### src/rtl/tws_pkg.sv
package tws_pkg;

  typedef enum logic [2:0] {
    PH_IDLE,
    PH_DEV,
    PH_ADRH,
    PH_ADRL,
    PH_WDAT,
    PH_RDAT
  } phase_t;

  // strobes from control to datapath
  typedef struct packed {
    logic shiftIn;
    logic ackDrive;
    logic lineFree;
    logic loadHi;
    logic loadLo;
    logic wrByte;
    logic ptrInc;
    logic ptrIncPage;
    logic rdReq;
    logic shiftOut;
  } strobe_t;

  // bus events from datapath to control
  typedef struct packed {
    logic sclRise;
    logic sclFall;
    logic startDet;
    logic stopDet;
    logic sdaBit;
  } busStat_t;

endpackage

### src/rtl/tws_sync.sv
module tws_sync #(
  parameter int STAGES = 2
) (
  input  logic clk,
  input  logic rstN,
  input  logic d,
  output logic q
);
  logic [STAGES-1:0] pipe;

  generate
    if (STAGES == 1) begin : g_one
      always_ff @(posedge clk or negedge rstN) begin
        if (!rstN) pipe <= '1;
        else       pipe <= d;
      end
    end else begin : g_multi
      always_ff @(posedge clk or negedge rstN) begin
        if (!rstN) pipe <= '1;
        else       pipe <= {pipe[STAGES-2:0], d};
      end
    end
  endgenerate

  assign q = pipe[STAGES-1];
endmodule

### src/rtl/tws_dp.sv
module tws_dp
  import tws_pkg::*;
#(
  parameter int ADDR_W      = 16,
  parameter int PAGE_BITS   = 7,
  parameter int SYNC_STAGES = 2
) (
  input  logic              clk,
  input  logic              rstN,
  input  logic              sclIn,
  input  logic              sdaIn,
  input  strobe_t           stb,
  input  logic [7:0]        rdData,
  output busStat_t          stat,
  output logic [7:0]        rxByte,
  output logic              sdaOe,
  output logic              rdEn,
  output logic [ADDR_W-1:0] rdAddr,
  output logic              wrValid,
  output logic [ADDR_W-1:0] wrAddr,
  output logic [7:0]        wrData
);
  localparam int HI_W = ADDR_W - 8;
  localparam logic [ADDR_W-1:0]    ADDR_ONE = 1;
  localparam logic [PAGE_BITS-1:0] PAGE_ONE = 1;

  logic sclS, sdaS, sclD, sdaD;
  logic [ADDR_W-1:0] ptr, ptrNext, ptrNextPage;
  logic [7:0] txReg;
  logic rdPend;

  tws_sync #(.STAGES(SYNC_STAGES)) u_sclSync (.clk(clk), .rstN(rstN), .d(sclIn), .q(sclS));
  tws_sync #(.STAGES(SYNC_STAGES)) u_sdaSync (.clk(clk), .rstN(rstN), .d(sdaIn), .q(sdaS));

  always_ff @(posedge clk or negedge rstN) begin
    if (!rstN) begin
      sclD <= 1'b1;
      sdaD <= 1'b1;
    end else begin
      sclD <= sclS;
      sdaD <= sdaS;
    end
  end

  always_comb begin
    stat.sclRise  = sclS & ~sclD;
    stat.sclFall  = ~sclS & sclD;
    stat.startDet = sclS & sclD & sdaD & ~sdaS;
    stat.stopDet  = sclS & sclD & ~sdaD & sdaS;
    stat.sdaBit   = sdaS;
  end

  assign ptrNext     = ptr + ADDR_ONE;
  assign ptrNextPage = {ptr[ADDR_W-1:PAGE_BITS], ptr[PAGE_BITS-1:0] + PAGE_ONE};

  // receive shifter
  always_ff @(posedge clk or negedge rstN) begin
    if (!rstN)           rxByte <= '0;
    else if (stb.shiftIn) rxByte <= {rxByte[6:0], sdaS};
  end

  // address pointer
  always_ff @(posedge clk or negedge rstN) begin
    if (!rstN) begin
      ptr <= '0;
    end else begin
      if (stb.loadHi)     ptr[ADDR_W-1:8] <= rxByte[HI_W-1:0];
      if (stb.loadLo)     ptr[7:0]        <= rxByte;
      if (stb.ptrIncPage) ptr             <= ptrNextPage;
      else if (stb.ptrInc) ptr            <= ptrNext;
    end
  end

  // write byte hand-off
  always_ff @(posedge clk or negedge rstN) begin
    if (!rstN) begin
      wrValid <= 1'b0;
      wrAddr  <= '0;
      wrData  <= '0;
    end else begin
      wrValid <= stb.wrByte;
      if (stb.wrByte) begin
        wrAddr <= ptr;
        wrData <= rxByte;
      end
    end
  end

  // array read request, data lands one cycle later
  always_ff @(posedge clk or negedge rstN) begin
    if (!rstN) begin
      rdEn   <= 1'b0;
      rdAddr <= '0;
      rdPend <= 1'b0;
    end else begin
      rdEn   <= stb.rdReq;
      rdPend <= rdEn;
      if (stb.rdReq) rdAddr <= stb.ptrInc ? ptrNext : ptr;
    end
  end

  // open-drain output and transmit shifter
  always_ff @(posedge clk or negedge rstN) begin
    if (!rstN) begin
      sdaOe <= 1'b0;
      txReg <= 8'hFF;
    end else if (stb.shiftOut) begin
      sdaOe <= ~txReg[7];
      txReg <= {txReg[6:0], 1'b1};
    end else begin
      if (rdPend) txReg <= rdData;
      if (stb.lineFree)      sdaOe <= 1'b0;
      else if (stb.ackDrive) sdaOe <= 1'b1;
    end
  end
endmodule

### src/rtl/tws_ctrl.sv
module tws_ctrl
  import tws_pkg::*;
#(
  parameter logic [3:0] DEV_PREFIX = 4'b1010,
  parameter int         STRAP_W    = 3
) (
  input  logic               clk,
  input  logic               rstN,
  input  busStat_t           stat,
  input  logic [7:0]         rxByte,
  input  logic [STRAP_W-1:0] strap,
  input  logic               busy,
  output strobe_t            stb,
  output logic               wrStop
);
  localparam logic [3:0] BITS_DONE = 4'd8;
  localparam logic [3:0] ACK_SLOT  = 4'd9;

  phase_t     phase, phaseN;
  logic [3:0] cnt, cntN;
  logic       mAck, mAckN;
  logic       wrAny, wrAnyN;
  logic       devHit;

  assign devHit = (rxByte[7:4] == DEV_PREFIX) && (rxByte[3:1] == strap);

  always_comb begin
    stb    = '0;
    phaseN = phase;
    cntN   = cnt;
    mAckN  = mAck;
    wrAnyN = wrAny;
    if (busy) begin
      phaseN       = PH_IDLE;
      cntN         = '0;
      wrAnyN       = 1'b0;
      stb.lineFree = 1'b1;
    end else if (stat.startDet) begin
      phaseN       = PH_DEV;
      cntN         = '0;
      wrAnyN       = 1'b0;
      stb.lineFree = 1'b1;
    end else if (stat.stopDet) begin
      phaseN       = PH_IDLE;
      cntN         = '0;
      wrAnyN       = 1'b0;
      stb.lineFree = 1'b1;
    end else begin
      case (phase)
        PH_IDLE: ;
        PH_RDAT: begin
          if (stat.sclFall) begin
            if (cnt < BITS_DONE) begin
              stb.shiftOut = 1'b1;
              cntN         = cnt + 4'd1;
            end else if (cnt == BITS_DONE) begin
              stb.lineFree = 1'b1;
              stb.ptrInc   = 1'b1;
              stb.rdReq    = 1'b1;
              cntN         = ACK_SLOT;
            end else if (mAck) begin
              stb.shiftOut = 1'b1;
              cntN         = 4'd1;
            end else begin
              phaseN = PH_IDLE;
              cntN   = '0;
            end
          end else if (stat.sclRise && cnt == ACK_SLOT) begin
            mAckN = ~stat.sdaBit;
          end
        end
        default: begin
          if (stat.sclRise && cnt < BITS_DONE) begin
            stb.shiftIn = 1'b1;
            cntN        = cnt + 4'd1;
          end else if (stat.sclFall && cnt == BITS_DONE) begin
            if (phase == PH_DEV && !devHit) begin
              phaseN = PH_IDLE;
              cntN   = '0;
            end else begin
              stb.ackDrive = 1'b1;
              cntN         = ACK_SLOT;
              case (phase)
                PH_DEV:  stb.rdReq  = rxByte[0];
                PH_ADRH: stb.loadHi = 1'b1;
                PH_ADRL: stb.loadLo = 1'b1;
                PH_WDAT: begin
                  stb.wrByte     = 1'b1;
                  stb.ptrIncPage = 1'b1;
                  wrAnyN         = 1'b1;
                end
                default: ;
              endcase
            end
          end else if (stat.sclFall && cnt == ACK_SLOT) begin
            cntN = '0;
            if (phase == PH_DEV && rxByte[0]) begin
              phaseN       = PH_RDAT;
              stb.shiftOut = 1'b1;
              cntN         = 4'd1;
            end else begin
              stb.lineFree = 1'b1;
              case (phase)
                PH_DEV:  phaseN = PH_ADRH;
                PH_ADRH: phaseN = PH_ADRL;
                default: phaseN = PH_WDAT;
              endcase
            end
          end
        end
      endcase
    end
  end

  always_ff @(posedge clk or negedge rstN) begin
    if (!rstN) begin
      phase  <= PH_IDLE;
      cnt    <= '0;
      mAck   <= 1'b0;
      wrAny  <= 1'b0;
      wrStop <= 1'b0;
    end else begin
      phase  <= phaseN;
      cnt    <= cntN;
      mAck   <= mAckN;
      wrAny  <= wrAnyN;
      wrStop <= !busy && !stat.startDet && stat.stopDet && wrAny;
    end
  end
endmodule

### src/rtl/tws_slave.sv
module tws_slave
  import tws_pkg::*;
#(
  parameter int ADDR_W      = 16,
  parameter int PAGE_BITS   = 7,
  parameter int SYNC_STAGES = 2,
  parameter int STRAP_W     = 3
) (
  input  logic               clk,
  input  logic               rstN,
  input  logic               sclIn,
  input  logic               sdaIn,
  input  logic [STRAP_W-1:0] strap,
  input  logic               busy,
  input  logic [7:0]         rdData,
  output logic               sdaOe,
  output logic               rdEn,
  output logic [ADDR_W-1:0]  rdAddr,
  output logic               wrValid,
  output logic [ADDR_W-1:0]  wrAddr,
  output logic [7:0]         wrData,
  output logic               wrStop
);
  strobe_t    stb;
  busStat_t   stat;
  logic [7:0] rxByte;

  tws_ctrl #(.STRAP_W(STRAP_W)) u_ctrl (
    .clk(clk), .rstN(rstN), .stat(stat), .rxByte(rxByte),
    .strap(strap), .busy(busy), .stb(stb), .wrStop(wrStop)
  );

  tws_dp #(.ADDR_W(ADDR_W), .PAGE_BITS(PAGE_BITS), .SYNC_STAGES(SYNC_STAGES)) u_dp (
    .clk(clk), .rstN(rstN), .sclIn(sclIn), .sdaIn(sdaIn), .stb(stb),
    .rdData(rdData), .stat(stat), .rxByte(rxByte), .sdaOe(sdaOe),
    .rdEn(rdEn), .rdAddr(rdAddr), .wrValid(wrValid), .wrAddr(wrAddr),
    .wrData(wrData)
  );
endmodule

### config.mk
export PLATFORM = sky130hd
export DESIGN_NAME = tws_slave
export DESIGN_NICKNAME = d
export VERILOG_FILES = /design/src/rtl/tws_pkg.sv /design/src/rtl/tws_sync.sv /design/src/rtl/tws_dp.sv /design/src/rtl/tws_ctrl.sv /design/src/rtl/tws_slave.sv
export SDC_FILE = /design/constraint.sdc
export NUM_CORES = 1
export LEC_CHECK = 0
export BUFFER_PORTS_ARGS = -buffer_cell sky130_fd_sc_hd__buf_4
export CORE_ASPECT_RATIO = 1.5
export CORE_MARGIN = 2
export CORE_UTILIZATION = 62
export CTS_BUF_LIST = sky130_fd_sc_hd__clkbuf_16
export DETAILED_ROUTE_END_ITERATION = 6
export PLACE_DENSITY = 0.82
export SYNTH_ARGS = -nofsm -noshare
export SYNTH_HDL_FRONTEND = slang
export SYNTH_SLANG_ARGS = --single-unit
### constraint.sdc
create_clock -name clk -period 5.3 [get_ports clk]
set_input_delay 0 -clock clk [delete_from_list [all_inputs] [get_ports clk]]
set_output_delay 0 -clock clk [all_outputs]
set_load 0.05 [all_outputs]
**Yosys cells after proc, flatten, opt, wreduce, memory -nomap -nowiden**

Index checks and enable logic that the tools add are counted.

- $add $sub $neg: 3
- $lt $le $gt $ge: 1
- Eq/ne operators: 19
- Multiplexer cells: 86
- Bitwise gates (word level): 17
- Reductions and logical operators: 30

Operator list:

| kind | number |
|---|---|
| 2-to-1 mux 3 bit | 16 |
| 2-to-1 mux 4 bit | 10 |
| 2-to-1 mux 1 bit | 37 |
| 2-to-1 mux 16 bit | 2 |
| 2-to-1 mux 8 bit | 4 |
| 2-to-1 mux 7 bit | 4 |
| inequality test 5 x 3 -> 1 bit, second input constant | 4 |
| adder 16 x 1 -> 16 bit, second input constant | 1 |
| 2-to-1 mux 2 bit | 7 |
| equality test 4 bit, second input constant | 3 |
| inequality test 4 x 2 -> 1 bit, second input constant | 3 |
| case mux 3 bit (2 select lines) | 2 |
| logical AND 1 bit | 10 |
| inverter 1 bit | 10 |
| case mux 4 bit (2 select lines) | 1 |
| AND reduction 8 bit | 1 |
| nonzero test 4 bit | 2 |
| adder 7 x 1 -> 7 bit, second input constant | 1 |
| bitwise AND 1 bit | 7 |
| nonzero test 7 bit | 1 |
| equality test 3 x 2 -> 1 bit, second input constant | 2 |
| equality test 3 bit, second input constant | 2 |
| inequality test 6 x 4 -> 1 bit, second input constant | 1 |
| AND reduction 6 bit | 1 |
| 18 further kinds | 24 |

- Register bits after elaboration: 92
- Bits of input ports: 16
- Output and inout bits: 44
- Logic and storage cells: 177

**Longest topological paths before layout**

Gate-level depths: netlist of run 1.

- Depth in word-level cells: 14
- Mapped depth: 10
- Mapped depth without buffers: 7

**Modules after synthesis**

From an unflattened synthesis of run 1, not the netlist that was laid out.

- Cells, all modules: 477
- Area, all modules: 4760.8 sq um

By module, submodules not included:

| module | instances | cells each | area each (sq um) | seq. area each (sq um) |
|---|---|---|---|---|
| tws_dp | 1 | 345 | 3686.0 | 1964.4 |
| tws_ctrl | 1 | 128 | 969.7 | 250.2 |
| tws_sync | 2 | 2 | 52.6 | 52.6 |

**Worst setup path before layout of run 1**

No wires, ideal clock.

- Path kind: register -> register
- From: register u_ctrl.cnt[0]
- To: register u_dp.rdAddr[12]
- Library setup time: 0.127 ns
- Arrival: 2.213 ns
- Data required time: 5.173 ns
- Setup slack: 2.959 ns
- Stages on the path, launching flop included: 10
- Buffers on the path: 2
- Period minus slack after synthesis: 2.341 ns
- Cells stage by stage: dfrtp_1 inv_1 ha_1 buf_2 inv_1 or4_4 buf_6 nor4_4 xor2_1 mux2_1

- Word-level cells in the longest chain between the ends: 9
- Elaborated cells on any way between the ends: 16
- Those cells by class: 1 x order compare; 1 x eq/ne; 12 x mux; 2 x reduce/logical

RTL lines:

| item | RTL line | text |
|---|---|---|
| from (decl) | tws_ctrl.sv:20 | `logic [3:0] cnt, cntN;` |
| from (signal assigned) | tws_ctrl.sv:124 | `cnt <= cntN;` |
| branches (longest 5 deep; another with less-than comparator 4 bit) | n/a |  |
| 2-to-1 mux 7 bit (*) | tws_ctrl.sv:43 | `end else if (stat.stopDet) begin` |
| 2-to-1 mux 7 bit (*) | tws_ctrl.sv:38 | `end else if (stat.startDet) begin` |
| 2-to-1 mux 7 bit (*) | tws_ctrl.sv:33 | `if (busy) begin` |
| 2-to-1 mux 16 bit | tws_dp.sv:98 | `if (stb.rdReq) rdAddr <= stb.ptrInc ? ptrNext : ptr;` |
| to (signal assigned) | tws_dp.sv:98 |  |
| to (decl) | tws_dp.sv:18 | `output logic [ADDR_W-1:0] rdAddr,` |

Mark *: on every way between the ends.
A chain may end at the register's enable or synchronous reset.

**Worst setup path in the final report of run 1**

- From: register u_ctrl.cnt[0]
- To: register u_dp.wrData[3]

- Word-level cells in the longest chain between the ends: 8
- Elaborated cells on any way between the ends: 10
- Those cells by class: 1 x order compare; 1 x eq/ne; 6 x mux; 2 x reduce/logical

RTL lines:

| item | RTL line | text |
|---|---|---|
| branches (longest 3 deep; another with less-than comparator 4 bit) | n/a |  |
| 2-to-1 mux 5 bit (*) | tws_ctrl.sv:73 | `if (stat.sclRise && cnt < BITS_DONE) begin` |
| 2-to-1 mux 3 bit (*) | tws_ctrl.sv:49 | `case (phase)` |
| 2-to-1 mux 7 bit (*) | tws_ctrl.sv:43 |  |
| 2-to-1 mux 7 bit (*) | tws_ctrl.sv:38 |  |
| 2-to-1 mux 7 bit (*) | tws_ctrl.sv:33 |  |
| to (signal assigned) | tws_dp.sv:84 | `wrData <= rxByte;` |
| to (decl) | tws_dp.sv:21 | `output logic [7:0] wrData` |

Marks and branches as above.

==> impl_metrics.py, run 1 <==
metrics = {
    "synthesis": {
        "synth_edf_count": 0,
        "syn_avg_cell_area_um2": 11.06,
        "synth_flop_cell": "dfrtp_1",
        "synth_fp_nets": 449,
        "synthCells": 429,
        "seq_area_frac_synth_pct": 48.91,
        "ys_types": 62,
        "async_reset_ff_share_pct": 100.0,
        "syn_area_mm2": 0.004743,
        "synth-seq-cells": 92,
        "ys_top_cells_by_area": "dfrtp_1 41%, mux2_2 13%, dfstp_2 7.8%, a21oi_1 2.5%, xnor2_1 2.4%",
        "synth_top_cell_by_area": "dfrtp_1",
        "yosysWarnings": 0,
        "synth.top_cell.area_share_pct": 41.15,
        "synth.most_common_cell": "dfrtp_1",
        "synth_commonest_cells": "78 x dfrtp_1, 56 x mux2_2, 27 x nand2_1, 24 x a21oi_1, 20 x nor2_1",
    },
    "timing": {
        "fmax_mhz": 313.2,
        "rsz0062_at_grt": "no",
        "max_slew_margin_pct": 32.63,
        "hold-worst-slack_ns": 0.01818,
        "tightest_slew_ns": 1.002,
        "final-setup-viol-count": 0,
        "fin_worst_skew_ns": 0.005415,
        "hold_violations": 0,
        "layout_min_cycle_time_ns": 3.193,
        "finalSetupTns_ns": 0,
        "drv_slew": 0,
        "fin_ws_ns": 2.107,
        "fin_crit_sh_pct": 60.24,
    },
    "critical_path": {
        "cp.required_ns": 5.52,
        "r2r_cells": 7,
        "worstSetupStartpointType": "flop",
        "crit_start": "u_ctrl.cnt[0]",
        "worstSetupPathType": "flop to flop",
        "worst-path-max-fanout": 23,
        "r2r-start": "u_ctrl.cnt[0]",
        "crit_arrival_ns": 3.42,
        "cp-end-kind": "flop",
    },
    "clocking": {
        "clockRootBuffer": "clkbuf_16",
        "cts.path.max_buffers": 2,
        "clk_pin_slew_ns": 0.06,
        "cts_htree_levels": 3,
        "cts_tree": "built",
        "clk_latency_ns": 0.34,
        "cts_buffers": 9,
        "cts.sinks": 92,
    },
    "grt": {
        "use_met3_pct": 5.000,
        "antenna_found_initial": 0,
        "grt_max_degree": 65,
        "gr-usage-met1_pct": 36.09,
        "grt_usage_pct": 27.79,
        "grt_use_met2_pct": 44.81,
        "grt_pass1_wl_mm": 17.82,
        "gr-total-overflow": 0,
        "busiest_layer": "met2",
        "grt_pass1_vias": 3610,
    },
    "drt": {
        "drtPass1Iterations": 5,
        "drc": 0,
        "routedWlPerCell_um": 18.25,
        "vias_per_cell": 6.137,
        "ant_nets": 0,
        "vias": 3590,
        "drt_iter0_drc": 303,
        "wirelength_mm": 10.68,
    },
    "hold_path": {
        "hold_start": "rdData[5]",
        "min_path_type": "primary input to flop",
        "whs_path_depth": 3,
    },
    "placement": {
        "place_inst": 564,
        "post-dp-hpwl_mm": 7.446,
        "gp_congestion": 0.9102,
        "port_buffers": 59,
        "dpl_worst_slack_ns": 2.144,
        "placed_cell_area_mm2": 0.005202,
    },
    "cells_and_area": {
        "fin_area_mm2": 0.005509,
        "drive_gt1_share_pct": 32.71,
        "multi_input_area_mm2": 0.002241,
        "area_growth_pct": 16.14,
        "fin_cells": 585,
        "fill_cells": 569,
        "antenna_cells": 0,
        "nets": 498,
        "regArea_mm2": 0.002320,
    },
    "die": {
        "die-height_um": 111.1,
        "die_area_mm2": 0.008380,
        "start_util_pct": 63.12,
        "io_pins": 60,
        "die_w_um": 75.42,
        "coreArea_mm2": 0.007515,
        "rows": 39,
    },
    "job": {
        "maxCapViolCount": 0,
    },
    "status": {
        "status": "finished, final reports clean",
    },
    "pwr": {
        "p_leak_nw": 2.575,
        "power_density_mw_per_mm2": 271.0,
        "peakVddDrop_mv": 0.2261,
    },
}
==> worst paths after layout <==
kind	to	slack, ns
min in group asynchronous	u_ctrl.wrStop	0.12
max in group asynchronous	u_dp.rdAddr[0]	4.07
min reg2reg	u_dp.u_sclSync.pipe[1]	0.36
max	u_dp.wrData[3]	2.11
min	u_dp.txReg[5]	0.02
max reg2reg	u_dp.wrData[3]	2.11
==> report_power, final <==
| group | internal (mW) | switching [mW] | total [mW] |
|---|---|---|---|
| registers | 0.733 | 0.0643 | 0.797 |
| logic | 0.0622 | 0.0750 | 0.137 |
| clock network | 0.308 | 0.250 | 0.559 |
| total | 1.10 | 0.390 | 1.49 |
==> cells by family after synthesis <==
| group | Yosys count | synth area share [%] |
|---|---|---|
| flip-flops | 92 | 48.91 |
| AND/OR/NAND/NOR | 121 | 15.46 |
| buffers and inverters | 41 | 3.851 |
| XOR/XNOR | 19 | 3.508 |
| adder cells (fa/ha/maj) | 4 | 1.055 |
| multiplexers | 63 | 14.85 |
| AO/OA/AOI/OAI | 89 | 12.37 |
==> flip-flops by register name (all words and copies together) (netlist names), 2 cells and up <==
register and cells:
u_dp.wrData 8, u_dp.u_sdaSync.pipe 2, u_dp.u_sclSync.pipe 2, u_dp.rxByte 8, u_ctrl.cnt 4, u_ctrl.phase 3
u_dp.txReg 8, u_dp.rdAddr 16, u_dp.wrAddr 16, u_dp.ptr 16
==> routing by layer <==
| layer | share of wire, % | wire length [µm] |
|---|---|---|
| met5 | 0 | 0 |
| met4 | 2.8 | 296 |
| met3 | 3.7 | 391 |
| met2 | 53 | 5696 |
| met1 | 40 | 4291 |
==> cell usage in the layout, fill, tap and decap left out, types with 9 or more instances in the layout <==
cell       count
dfstp_2       14
a21oi_1       24
nor2_1        20
buf_4         63
nand2_1       27
mux2_2        56
nand3_1       16
xnor2_1       13
inv_1         15
o21ai_0       18
dfrtp_1       78
clkbuf_16      9
==> worst max-delay path, cell delays in order (launching register included) <==
cell      delay, ns
dfrtp_1        0.42
inv_1          0.11
ha_1           0.37
inv_1          0.24
nor4_2         0.90
nand2b_1       0.38
buf_4          0.34
mux2_2         0.30
==> stage by stage <==
stage	power, mW	utilization, %
floorplan	0.8764	-
global placement	0.9387	69.23
finish	1.493	73.31
detailed placement	0.9420	69.23
CTS	1.501	73.31
global route	1.556	73.31
==> area by class of cell <==
cell class | count | share of cell area (%)
multi-input combinational | 296 | 40.68
tap | 102 | 2.317
inverter | 11 | 0.7495
clock buffer | 9 | 4.088
clock inverter | 7 | 0.5678
timing repair buffer | 68 | 9.494
sequential | 92 | 42.11
==> timing repair <==
action                                 in CTS  in global routing
resized for setup                           0                  0
setup buffers                               0                  0
endpoints found under the hold margin      32                  0
hold buffers                                5                  0
setup endpoints to repair                   0                  0
Note: power is estimated with default switching activity, not from simulation.
==> run 2, diff against run 1 <==
Settings changed: CORE_UTILIZATION 62 to 58, PLACE_DENSITY 0.82 to 0.77.
Clock period 5.3 ns to 3.1 ns, I/O delays scaled along.
==> run 2 against run 1 <==
Effect of this change: critical path depth unchanged; combinational power increased by 84%; sequential cell count unchanged; fmax increased by 21%; sequential power increased by 69%; critical path type unchanged; largest cell class unchanged; largest power group unchanged.
==> impl_metrics.py, run 2 (same netlist as run 1, synthesis figures left out) <==
metrics = {
    "timing": {
        "max_slew_margin_pct": 35.15,
        "layout_min_cycle_time_ns": 2.628,
        "finalSetupTns_ns": 0,
        "tightest_slew_ns": 0.9728,
        "fin_crit_sh_pct": 84.77,
        "fmax_mhz": 380.5,
        "hold_violations": 0,
        "hold-worst-slack_ns": 0.01107,
        "drv_slew": 0,
        "fin_worst_skew_ns": 0.006144,
        "rsz0062_at_grt": "no",
        "final-setup-viol-count": 0,
    },
    "pwr": {
        "intPower_mw": 1.977,
        "peakVddDrop_mv": 0.3768,
        "p_sw_mw": 0.6849,
        "p_leak_nw": 2.612,
        "pwr-share-seq_pct": 50.8,
        "p_total_mw": 2.662,
        "power_density_mw_per_mm2": 476.6,
        "sw_frac_of_total_pct": 25.73,
        "p_clk_share_pct": 39.7,
        "p_comb_share_pct": 9.5,
    },
    "grt": {
        "grt_max_degree": 78,
        "gr-total-overflow": 0,
        "grt_pass1_vias": 3653,
        "antenna_found_initial": 0,
        "grt_usage_pct": 25.88,
        "grt_pass1_wl_mm": 18.06,
    },
    "cells_and_area": {
        "regArea_mm2": 0.002320,
        "antenna_cells": 0,
        "reg_top3": "u_dp.ptr (16), u_dp.rdAddr (16), u_dp.wrAddr (16)",
        "fin_cells": 594,
        "drive_gt1_share_pct": 33.74,
        "area_growth_pct": 17.75,
        "fill_cells": 588,
        "utilization_pct": 70.19,
        "multi_input_area_mm2": 0.002241,
        "final_cell_mix": "78 x dfrtp_1, 69 x buf_4, 56 x mux2_2",
        "final_common_cell": "dfrtp_1",
        "nets": 504,
    },
    "critical_path": {
        "worstSetupStartpointType": "flop",
        "cp-end-kind": "flop",
        "r2r-start": "u_ctrl.cnt[0]",
        "worst-path-max-fanout": 10,
        "worstSetupPathType": "flop to flop",
        "cp.required_ns": 3.33,
        "rrSetupSlack_ns": 0.47,
        "crit_arrival_ns": 2.85,
        "crit_start": "u_ctrl.cnt[0]",
    },
    "drt": {
        "routedWlPerCell_um": 18.16,
        "drc": 0,
        "ant_nets": 0,
        "vias": 3604,
        "drt_iter0_drc": 283,
        "drtPass1Iterations": 4,
        "wirelength_mm": 10.79,
        "vias_per_cell": 6.067,
    },
    "placement": {
        "port_buffers": 59,
        "post-dp-hpwl_mm": 7.384,
        "gp_congestion": 0.8983,
        "place_inst": 573,
    },
    "clocking": {
        "cts_buffers": 9,
        "clk_latency_ns": 0.35,
        "cts_tree": "built",
        "cts.sinks": 92,
        "cts_resized": 0,
        "clockRootBuffer": "clkbuf_16",
        "postCtsSetupBuffers": 0,
        "cts_htree_levels": 3,
        "cts.path.max_buffers": 2,
        "clk_pin_slew_ns": 0.06,
    },
    "die": {
        "io_pins": 60,
        "die-height_um": 114.8,
        "start_util_pct": 59.61,
        "die_area_mm2": 0.008933,
        "coreArea_mm2": 0.007958,
        "rows": 40,
        "die_w_um": 77.84,
    },
    "status": {
        "status": "finished, final reports clean",
    },
    "hold_path": {
        "hold_start": "rdData[2]",
        "min_path_type": "primary input to flop",
    },
    "job": {
        "maxCapViolCount": 0,
    },
}
run 2: metal layers:
| metal | routed length (µm) | GRT usage, % | up-vias |
|---|---|---|---|
| li1 | - | - | 1685 |
| met3 | 356 | 2.747 | 29 |
| met1 | 4302 | 30.95 | 1795 |
| met2 | 5753 | 44.89 | 95 |
| met4 | 372 | 15.71 | 0 |
| met5 | 0 | 0 | - |
run 2: worst max-delay path, cell delays in order (launching register included):
cell and delay (ns):
dfrtp_1 0.43, inv_1 0.11, ha_1 0.35, inv_1 0.24, or4_4 0.66, nor4_4 0.32
xor2_1 0.09, mux2_1 0.30
run 2: final timing paths:
| check | endpoint | cells after the start |
|---|---|---|
| hold reg to reg | u_dp.u_sdaSync.pipe[1] | 0 |
| setup / recovery | u_dp.rdAddr[12] | 7 |
| max in group asynchronous | u_dp.u_sdaSync.pipe[0] | 3 |
| min in group asynchronous | u_ctrl.phase[0] | 2 |
| hold / removal | u_dp.txReg[2] | 3 |
| setup reg to reg | u_dp.rdAddr[12] | 7 |
run 2: area by class of cell:
class	instances	area share (%)
Multi-Input combinational cell	296	40.12
Timing Repair Buffer	74	10.17
Tap cell	105	2.352
Sequential cell	92	41.53
Clock buffer	9	4.032
Inverter	11	0.7392
Clock inverter	7	1.053
run 2: power by group through the flow:
stage                     logic, mW  clock network (mW)  registers (mW)
after detailed placement      0.247                   0            1.37
after global placement        0.237                   0            1.37
after global routing          0.281                1.13            1.36
after CTS                     0.253                1.07            1.35
final                         0.252                1.06            1.35
after floorplan               0.172                   0            1.33
run 2: stage by stage:
step	setup slack, ns	area (µm²)
2_1_floorplan	0.7594	4743
3_3_place_gp	0.6168	5251
3_5_place_dp	0.5177	5251
4_1_cts	0.4840	5585
5_1_grt	0.3251	5585
6_report	0.4721	5585
run 2: what timing repair did:
action                                  4_1_cts  5_1_grt
endpoints found under the hold margin        68        0
hold buffers                                  5        0
endpoints found under the setup margin        0        0
==> run 3, diff against run 2 <==
Clock period 3.1 ns to 2.64 ns, I/O delays scaled along.
==> run 3 against run 2 <==
Effect of this change: cell area rose by 0.63%; clock power rose by 7%; sequential power grew 17%; setup slack lost 0.18 ns; non-clock buffer count rose by 5; fmax rose by 12%; critical path type unchanged; largest cell class unchanged; power rose by 13%; sequential share of layout area fell by 0.26 points.
==> impl_metrics.py, run 3 (same netlist as run 1, synthesis figures left out) <==
metrics = {
    "grt": {
        "antenna_found_initial": 0,
        "gr-total-overflow": 0,
        "grt_usage_pct": 26.21,
        "grt_max_degree": 51,
        "grt_pass1_wl_mm": 18.27,
        "grt_pass1_vias": 3746,
    },
    "cells_and_area": {
        "area_growth_pct": 18.49,
        "antenna_cells": 0,
        "fin_cells": 599,
        "final_cell_mix": "78 x dfrtp_1, 72 x buf_4, 56 x mux2_2",
        "final_common_cell": "dfrtp_1",
        "utilization_pct": 70.63,
        "multi_input_area_mm2": 0.002241,
        "nets": 509,
        "fill_cells": 573,
        "reg_top3": "u_dp.ptr (16), u_dp.rdAddr (16), u_dp.wrAddr (16)",
        "regArea_mm2": 0.002320,
        "drive_gt1_share_pct": 34.21,
    },
    "die": {
        "die-height_um": 114.8,
        "coreArea_mm2": 0.007958,
        "die_area_mm2": 0.008933,
        "rows": 40,
        "die_w_um": 77.84,
        "io_pins": 60,
        "start_util_pct": 59.61,
    },
    "clocking": {
        "cts.sinks": 92,
        "cts_buffers": 9,
        "clockRootBuffer": "clkbuf_16",
        "cts.path.max_buffers": 2,
        "cts_htree_levels": 3,
        "postCtsSetupBuffers": 0,
        "clk_pin_slew_ns": 0.06,
        "cts_resized": 0,
        "cts_tree": "built",
        "clk_latency_ns": 0.34,
    },
    "timing": {
        "hold_violations": 0,
        "final-setup-viol-count": 0,
        "fin_crit_sh_pct": 88.88,
        "drv_slew": 0,
        "fin_worst_skew_ns": 0.01011,
        "rsz0062_at_grt": "no",
        "finalSetupTns_ns": 0,
        "tightest_slew_ns": 0.6933,
        "max_slew_margin_pct": 53.29,
        "fmax_mhz": 426.2,
        "layout_min_cycle_time_ns": 2.346,
    },
    "placement": {
        "port_buffers": 59,
        "post-dp-hpwl_mm": 7.447,
        "place_inst": 578,
        "gp_congestion": 0.9946,
    },
    "critical_path": {
        "worstSetupStartpointType": "flop",
        "cp_cell_sequence": "nor3b_2, nor3_1, o21ai_0, nor2_1, a2bb2oi_1",
        "worst-path-max-fanout": 12,
        "crit_arrival_ns": 2.55,
        "cp.required_ns": 2.85,
        "critPathMaxStageDelay_ns": 0.63,
        "worstSetupPathType": "flop to flop",
        "cp-end-kind": "flop",
        "crit_slowest_cell": "dfstp_2",
    },
    "drt": {
        "vias": 3684,
        "ant_nets": 0,
        "drc": 0,
        "drt_iter0_drc": 306,
        "wirelength_mm": 10.86,
        "routedWlPerCell_um": 18.13,
        "vias_per_cell": 6.150,
        "drtPass1Iterations": 7,
    },
    "pwr": {
        "peakVddDrop_mv": 0.4255,
        "p_leak_nw": 2.635,
        "power_density_mw_per_mm2": 535.7,
        "p_total_mw": 3.011,
    },
    "status": {
        "status": "finished, final reports clean",
    },
    "hold_path": {
        "min_path_type": "primary input to flop",
    },
    "job": {
        "maxCapViolCount": 0,
    },
}
## run 3: cell types whose count changed in the layout (fill, tap and decap cells not counted)
cell	previous run	this run
buf_4	69	72
inv_1	12	15
buf_12	0	2
clkinv_1	3	1
bufinv_16	1	0
clkinv_4	1	0
clkinvlp_4	0	1
## run 3: final cells by class
class | instances | area share (%)
clock inverter | 7 | 0.5565
sequential | 92 | 41.27
tap | 105 | 2.337
multi-input combinational | 296 | 39.87
inverter | 11 | 0.7346
clock buffer | 9 | 4.007
timing repair buffer | 79 | 11.22
## run 3: power breakdown
part	internal, mW	switching, mW	leakage [nW]	total (mW)
Clock	0.619	0.510	0.138	1.13
Sequential	1.47	0.111	1.20	1.58
Combinational	0.133	0.166	1.29	0.299
Total	2.22	0.787	2.64	3.01
## run 3: path summary, 6_finish.rpt
kind / cells after the start / slack [ns] / start / endpoint
min in group asynchronous: 2 / 0.19 / rstN / u_ctrl.wrStop
max in group asynchronous: 3 / 1.75 / rstN / u_dp.sdaD
worst max-delay path: 5 / 0.29 / u_dp.u_sclSync.pipe[1] / u_dp.ptr[15]
worst min register to register: 0 / 0.36 / u_dp.u_sclSync.pipe[0] / u_dp.u_sclSync.pipe[1]
worst max register to register: 5 / 0.29 / u_dp.u_sclSync.pipe[1] / u_dp.ptr[15]
worst min-delay path: 3 / 0.03 / rdData[4] / u_dp.txReg[4]
## run 3: metrics by stage
| step | hold slack, ns | worst slack (ns) | area [µm²] |
|---|---|---|---|
| global route | 0.01934 | 0.1238 | 5620 |
| global placement | 0.02427 | 0.3849 | 5314 |
| floorplan | -0.2956 | 0.2994 | 4743 |
| finish | 0.02940 | 0.2936 | 5620 |
| detailed placement | 0.02588 | 0.3238 | 5314 |
| CTS | 0.02103 | 0.3135 | 5620 |
## run 3: critical path: cells and delay by family (launching register included)
family           cells  cell delay, ns
AO/OA/AOI/OAI        2            0.75
AND/OR/NAND/NOR      3            0.84
flip-flops           1            0.63
## run 3: repair_timing
item,4_1_cts,5_1_grt
endpoints found under the hold margin,35,0
setup endpoints to repair,0,0
hold buffers,5,0
## run 3: per-layer routing
| metal | routed length [µm] | GRT usage, % | vias up |
|---|---|---|---|
| met1 | 4258 | 31.66 | 1833 |
| li1 | - | - | 1690 |
| met5 | 0 | 0 | - |
| met3 | 419 | 5.024 | 39 |
| met4 | 423 | 13.81 | 0 |
| met2 | 5761 | 44.48 | 122 |
